`src/rtl/rxc_pkg.sv`:
```
// Package: shared widths and the status word layout of the receive
// checksum accumulator. Assumes a 16-bit ones'-complement sum.
package rxc_pkg;
    localparam int SUM_W = 16;
    localparam int LEN_W = 14;
    localparam int OFS_W = 7;
    localparam int OFS_LSB = 16;

    typedef struct packed {
        logic [1:0]       rsvd;
        logic [LEN_W-1:0] len;
        logic [SUM_W-1:0] sum;
    } rxc_stat_t;

    // Adds two 16-bit values and folds the end-around carry back in.
    function automatic logic [SUM_W-1:0] oc_add(input logic [SUM_W-1:0] a,
                                                input logic [SUM_W-1:0] b);
        logic [SUM_W:0] t;
        t = {1'b0, a} + {1'b0, b};
        return t[SUM_W-1:0] + {{(SUM_W-1){1'b0}}, t[SUM_W]};
    endfunction
endpackage

```
`src/rtl/rxc_offset_latch.sv`:
```
// Offset latch: takes the start half-word field from the configuration word
// on each start-of-frame byte and holds it for the rest of the frame.
// Assumes the field sits at OFS_LSB with OFS_W bits.
module rxc_offset_latch #(
    parameter int OFS_W   = 7,
    parameter int OFS_LSB = 16
) (
    input  logic             clk,
    input  logic             rst_n,
    input  logic             take,
    input  logic             sof,
    input  logic [31:0]      cfg_word,
    output logic [OFS_W-1:0] ofs_eff
);
    logic [OFS_W-1:0] ofs_q;
    logic [OFS_W-1:0] field;

    // Extract the start field from the live configuration word.
    always_comb field = cfg_word[OFS_LSB +: OFS_W];

    // Use the live field on the first byte, the held value after it.
    always_comb ofs_eff = (take && sof) ? field : ofs_q;

    // Capture the field at each frame start.
    always_ff @(posedge clk) begin
        if (!rst_n)            ofs_q <= '0;
        else if (take && sof)  ofs_q <= field;
    end

    AST_OFS_HELD: assert property (@(posedge clk) disable iff (!rst_n)
        !(take && sof) |=> $stable(ofs_q));
endmodule

```
`src/rtl/rxc_byte_tracker.sv`:
```
// Byte tracker: keeps the byte position inside the current frame, decides
// whether the current byte lies inside the summing window and which half
// of a word it fills. Assumes the start position is even in bytes.
module rxc_byte_tracker #(
    parameter int LEN_W = 14,
    parameter int OFS_W = 7
) (
    input  logic             clk,
    input  logic             rst_n,
    input  logic             in_valid,
    input  logic             in_sof,
    input  logic             in_eof,
    input  logic [OFS_W-1:0] ofs_eff,
    output logic             take,
    output logic             in_win,
    output logic             hi_half,
    output logic [LEN_W-1:0] len_now
);
    localparam int START_W = OFS_W + 1;

    logic [LEN_W-1:0]   cnt_q;
    logic [LEN_W-1:0]   idx;
    logic [START_W-1:0] start_byte;
    logic               frame_q;

    // Accept a byte on a frame start or inside an open frame.
    always_comb take = in_valid && (in_sof || frame_q);

    // Position of the current byte; zero on the start-of-frame byte.
    always_comb idx = in_sof ? '0 : cnt_q;

    // Window and half selection for the current byte.
    always_comb begin
        start_byte = {ofs_eff, 1'b0};
        in_win     = take && (idx >= LEN_W'(start_byte));
        hi_half    = ~idx[0];
        len_now    = idx + 1'b1;
    end

    // Advance the byte position on each accepted byte.
    always_ff @(posedge clk) begin
        if (!rst_n)    cnt_q <= '0;
        else if (take) cnt_q <= len_now;
    end

    // Track whether a frame is open.
    always_ff @(posedge clk) begin
        if (!rst_n)    frame_q <= 1'b0;
        else if (take) frame_q <= !in_eof;
    end

    AST_POS_IDLE: assert property (@(posedge clk) disable iff (!rst_n)
        !in_valid |=> $stable(cnt_q));
endmodule

```
`src/rtl/rxc_ones_acc.sv`:
```
// Ones'-complement accumulator: adds each windowed byte into the running
// sum at its half-word position and folds the carry on every addition.
// Clears on the start-of-frame byte.
module rxc_ones_acc
    import rxc_pkg::*;
(
    input  logic             clk,
    input  logic             rst_n,
    input  logic             take,
    input  logic             sof,
    input  logic             in_win,
    input  logic             hi_half,
    input  logic [7:0]       byte_in,
    output logic [SUM_W-1:0] acc_next
);
    logic [SUM_W-1:0] acc_q;
    logic [SUM_W-1:0] base;
    logic [SUM_W-1:0] addend;

    // Place the byte in the high or the low half of a word.
    always_comb addend = hi_half ? {byte_in, 8'h00} : {8'h00, byte_in};

    // Next sum: restart at frame start, add only inside the window.
    always_comb begin
        base = sof ? '0 : acc_q;
        if (!take)       acc_next = acc_q;
        else if (in_win) acc_next = oc_add(base, addend);
        else             acc_next = base;
    end

    // Hold the running sum.
    always_ff @(posedge clk) begin
        if (!rst_n) acc_q <= '0;
        else        acc_q <= acc_next;
    end

    AST_SUM_CLEAR: assert property (@(posedge clk) disable iff (!rst_n)
        (take && sof && !in_win) |=> (acc_q == '0));
    AST_SUM_IDLE: assert property (@(posedge clk) disable iff (!rst_n)
        !take |=> $stable(acc_q));
endmodule

```
`src/rtl/rx_csum_accum.sv`:
```
// Receive checksum accumulator top: ties the offset latch, byte tracker
// and accumulator together. Registers the status word one cycle after the
// end-of-frame byte. Assumes frames of at most 2**LEN_W-1 bytes.
module rx_csum_accum
    import rxc_pkg::*;
(
    input  logic        clk,
    input  logic        rst_n,
    input  logic        in_valid,
    input  logic [7:0]  in_byte,
    input  logic        in_sof,
    input  logic        in_eof,
    input  logic [31:0] cfg_word,
    output logic        stat_valid,
    output logic [31:0] stat_word
);
    logic [OFS_W-1:0] ofs_eff;
    logic             take;
    logic             in_win;
    logic             hi_half;
    logic [LEN_W-1:0] len_now;
    logic [SUM_W-1:0] acc_next;
    rxc_stat_t        stat_q;

    rxc_offset_latch #(.OFS_W(OFS_W), .OFS_LSB(OFS_LSB)) u_ofs (
        .clk(clk), .rst_n(rst_n), .take(take), .sof(in_sof),
        .cfg_word(cfg_word), .ofs_eff(ofs_eff));

    rxc_byte_tracker #(.LEN_W(LEN_W), .OFS_W(OFS_W)) u_trk (
        .clk(clk), .rst_n(rst_n), .in_valid(in_valid), .in_sof(in_sof),
        .in_eof(in_eof), .ofs_eff(ofs_eff), .take(take), .in_win(in_win),
        .hi_half(hi_half), .len_now(len_now));

    rxc_ones_acc u_acc (
        .clk(clk), .rst_n(rst_n), .take(take), .sof(in_sof),
        .in_win(in_win), .hi_half(hi_half), .byte_in(in_byte),
        .acc_next(acc_next));

    // Register the status word and its strobe after the last byte.
    always_ff @(posedge clk) begin
        if (!rst_n) begin
            stat_valid <= 1'b0;
            stat_q     <= '0;
        end else begin
            stat_valid <= take && in_eof;
            if (take && in_eof) begin
                stat_q.rsvd <= 2'b00;
                stat_q.len  <= len_now;
                stat_q.sum  <= acc_next;
            end
        end
    end

    always_comb stat_word = stat_q;

    AST_STAT_AFTER_EOF: assert property (@(posedge clk) disable iff (!rst_n)
        stat_valid |-> $past(in_valid && in_eof));
    AST_STAT_PULSE: assert property (@(posedge clk) disable iff (!rst_n)
        stat_valid |=> !stat_valid || $past(in_valid && in_eof));
    AST_RSVD_ZERO: assert property (@(posedge clk) disable iff (!rst_n)
        stat_valid |-> (stat_word[31:30] == 2'b00));
    AST_ONE_BYTE_LEN: assert property (@(posedge clk) disable iff (!rst_n)
        (stat_valid && $past(in_valid && in_sof && in_eof))
            |-> (stat_word[29:16] == 14'd1));
endmodule

```
`config.mk`:
```
export PLATFORM = sky130hd
export DESIGN_NAME = rx_csum_accum
export DESIGN_NICKNAME = d
export VERILOG_FILES = /design/src/rtl/rxc_pkg.sv /design/src/rtl/rxc_offset_latch.sv /design/src/rtl/rxc_byte_tracker.sv /design/src/rtl/rxc_ones_acc.sv /design/src/rtl/rx_csum_accum.sv
export SDC_FILE = /design/constraint.sdc
export NUM_CORES = 1
export LEC_CHECK = 0
export BUFFER_PORTS_ARGS = -buffer_cell sky130_fd_sc_hd__buf_2
export CORE_MARGIN = 2
export CORE_UTILIZATION = 50
export DETAILED_ROUTE_END_ITERATION = 10
export PLACE_DENSITY = 0.73
export SLEW_MARGIN = 20
export SYNTH_ARGS = -nofsm -noshare
export SYNTH_HDL_FRONTEND = slang
export SYNTH_SLANG_ARGS = --single-unit
```
`constraint.sdc`:
```
create_clock -name clk -period 5.02 [get_ports clk]
set_input_delay 0.502 -clock clk [delete_from_list [all_inputs] [get_ports clk]]
set_output_delay 0.502 -clock clk [all_outputs]
set_load 0.005 [all_outputs]
```
==> run_results.csv <==
group,metric,value,unit
floorplan,chipHeight,97.82,µm
detailed_routing,routed_wire_length_per_instance,15.38,µm
cells_and_area,final_util,57.30,%
floorplan,initial_core_util,50.96,%
detailed_routing,drt-met1-wl,5073,µm
cells_and_area,layout_net_count,663,
cells_and_area,design_area,4949,µm²
cts,cts_max_level,3,
sta,worst_pin_slew,1108,ps
floorplan,ios,78,
status,outcome,"completed",
sta,final-hold-violation-count,0,
sta,setup_viols_final,0,
sta,tns,0,ps
detailed_routing,met2RoutedLength,4870,µm
sta,fin_crit_sh,85.95,%
sta,achievable-frequency,231.8,MHz
synthesis,yosysWarnings,0,
synthesis,synth.largest_area_cell,"dfxtp_1",
cells_and_area,antennaDiodeCount,0,
detailed_routing,vias,4097,
placed_design,globalplace.congestion,0.8891,
cts,cts_inserted_buffers,9,
worst_setup_path,worstPathCellList,"nor2b_1 -> buf_4 -> nor2b_1 -> ha_1 -> a41oi_1 -> o221ai_1 -> or3_1 -> o21ai_1 -> nor2_1 -> o21ai_0 -> nand2b_1 -> ha_1 -> and3_1 -> nand3_1 -> or3_1 -> o211ai_2 -> xnor2_1 -> mux2_4 -> a21oi_2",
synthesis,synth_async_sr_flop_share,0,%
synthesis,syn_area,4400,µm²
placed_design,dpl_cell_area,4737,µm²
synthesis,synth_top_area_share,31.39,%
cells_and_area,post_route_cells_drive_above_1_share,15.24,%
worst_hold_path,holdPathStages,3,
worst_setup_path,critical_path_depth,19,
power,worst_vdd_rail_ir_drop,0.0001781,V
detailed_routing,drt-vias-per-instance,5.811,
synthesis,syn_area_per_cell,7.943,µm²
worst_setup_path,critical_path.slowest_cell,"ha_1",
cts,tritoncts,"done",
global_route,grt_first_pass_wirelength,18120,µm
detailed_routing,wl,10840,µm
floorplan,floorplan.core_area,8636,µm²
synthesis,post_synth_num_cell_types,63,
sta,maxSlewHeadroom,26.03,%
global_route,residual_overflow_from_global_routing,0,
sta,final.setup_skew,7.603,ps
detailed_routing,detail-route-antenna-nets,0,
sta,count_of_pins_over_their_slew_limit,0,
floorplan,core.rowCount,34,
detailed_routing,dr.max_layer_used,"met4",
synthesis,synth-edff-count,0,
synthesis,synthFlopType,"dfxtp_1",
worst_setup_path,data_required_time_of_the_critical_path,5310,ps
cts,post_cts_resize_count,0,
placed_design,detailed_place_hpwl,7844,µm
global_route,overall_routing_resource_usage,23.03,%
cts,clock_sink_count,69,
global_route,antenna_found_initial,0,
power,finalPower,1.247,mW
synthesis,synth_top_cells_by_area,"dfxtp_1 31%, ha_1 7.1%, nand2_1 5.0%",
worst_setup_path,critical_path.n_buffers_inverters,1,
cts,postCtsSetupBuffers,0,
cts,clock_path_buffers,2,
worst_setup_path,critical_path_peak_fanout,14,
cts,cts_clk_pin_slew_worst_paths,70,ps
worst_setup_path,critical_path.top_delay_family,"simple AND/OR/NAND/NOR gates",
detailed_routing,routed_length_on_met3,608,µm
flow_run,drv.max_cap_violation_count,0,
detailed_routing,drc,0,
cells_and_area,syn2layout_area_growth,12.45,%
power,power_leakage,2.149,nW
cts,cts-root-buf,"clkbuf_8",
global_route,grt_max_degree,32,
synthesis,synth.ff_latch_count,69,
floorplan,die-width,97.82,µm
sta,setup_repair_after_global_routing_missed_its_margin,"no",
worst_hold_path,hp-class,"input pin to flip-flop",
worst_setup_path,data_arrival_time_of_the_worst_path,4600,ps
synthesis,synth_seq_area_share,31.39,%
cts,clk_latency,350,ps
synthesis,synthTopCellsByCount,"69 x dfxtp_1, 59 x nand2_1, 46 x nor2_1",
detailed_routing,drt_iter0_markers,252,
global_route,grt_pass1_vias,3698,
floorplan,total_die_area,9568,µm²
cts,holdBufCountCts,0,
worst_setup_path,worst_setup_path_end_kind,"flip-flop",
worst_setup_path,rr_worst_depth,19,
detailed_routing,drt_first_pass_iters,5,
power,cellPowerDensity,252.0,nW/µm²
sta,min_period,4315,ps
synthesis,synthCells,554,
worst_setup_path,slowest_delay,440,ps
synthesis,post-synth-top-count-cell,"dfxtp_1",
worst_setup_path,critPathKind,"flip-flop to flip-flop",
placed_design,place.port_buffers,50,
worst_setup_path,setup.worst_path.start_class,"flip-flop",
-- placed cells by master (no fill, tap or decap), types with 11 or more instances in the layout --
| master | instances |
|---|---|
| ha_1 | 25 |
| buf_2 | 50 |
| clkbuf_8 | 12 |
| xnor2_1 | 22 |
| nand3_1 | 14 |
| buf_4 | 11 |
| dfxtp_1 | 69 |
| and2_1 | 12 |
| nand2_1 | 59 |
| o21ai_0 | 39 |
| nor2_1 | 46 |
| a22oi_1 | 12 |
| a21oi_1 | 34 |
| xor2_1 | 12 |
| mux2i_1 | 11 |
| nor2b_1 | 31 |
| inv_1 | 15 |
-- flip-flops by register name (all words and copies together), names as in the netlist --
signal	count
u_ofs.ofs_q	7
u_acc.acc_q	16
stat_valid	1
stat_word	30
u_trk.frame_q	1
u_trk.cnt_q	14
-- metal layers --
layer  vias up  global-route usage [%]
met5         -                       0
met4         0                   7.479
met3        26                   4.939
met2       128                   35.49
met1      1900                   32.38
li1       2043                       -
-- worst paths after layout --
check	from	endpoint	slack [ps]
worst min-delay path	cfg_word[18]	u_ofs.ofs_q[2]	420
worst min register to register	stat_word[22]	stat_word[22]	450
worst max-delay path	u_trk.cnt_q[0]	u_acc.acc_q[9]	710
worst max register to register	u_trk.cnt_q[0]	u_acc.acc_q[9]	710
-- worst reg2reg max path: cells and delay by family (launching register included) --
kind                       cells  cell delay (ps)
AOI/OAI and AO/OA              6             1110
xor gates and xnor gates       1              170
adders and majority gates      2              660
buffers and inverters          1              210
DFF                            1              400
muxes                          1              280
and+or+nand+nor                8             1430
-- power breakdown --
group / internal, mW / switching, mW
Sequential: 0.561 / 0.00773
Clock: 0.270 / 0.210
Combinational: 0.0736 / 0.125
Total: 0.905 / 0.342
-- metrics by stage --
stage / cells / setup WS, ps / hold slack [ps]
floorplan: 555 / 721.8 / 431.8
global placement: 689 / 460.2 / 430.7
detailed placement: 689 / 363.4 / 438.5
CTS: 705 / 719.9 / 415.2
global route: 705 / 385.6 / 439.1
finish: 705 / 705.1 / 419.9
-- logic make-up (layout without fill, tap and decap cells) --
| kind of cell | Yosys count | count (layout) | share of synthesized area [%] |
|---|---|---|---|
| other | 1 | 2 | 0.08522 |
| AO/OA/AOI/OAI | 149 | 149 | 22.01 |
| multiplexers | 13 | 13 | 3.099 |
| AND/OR/NAND/NOR | 212 | 212 | 24.51 |
| buffers and inverters | 50 | 92 | 4.578 |
| adder cells (fa/ha/maj) | 26 | 26 | 7.563 |
| XOR/XNOR | 34 | 34 | 6.767 |
| flip-flops | 69 | 69 | 31.39 |
-- layout make-up --
| cell class | count | area, µm² |
|---|---|---|
| clock inverters | 3 | 42.54 |
| clock buffers | 13 | 168.9 |
| well taps | 108 | 135.1 |
| fillers | 791 | 3687 |
| repair buffers | 61 | 332.8 |
| flip-flops and latches | 69 | 1381 |
| inverters | 15 | 56.30 |
| multi-input cells | 436 | 2831 |
(Power assumes the default switching activity.)
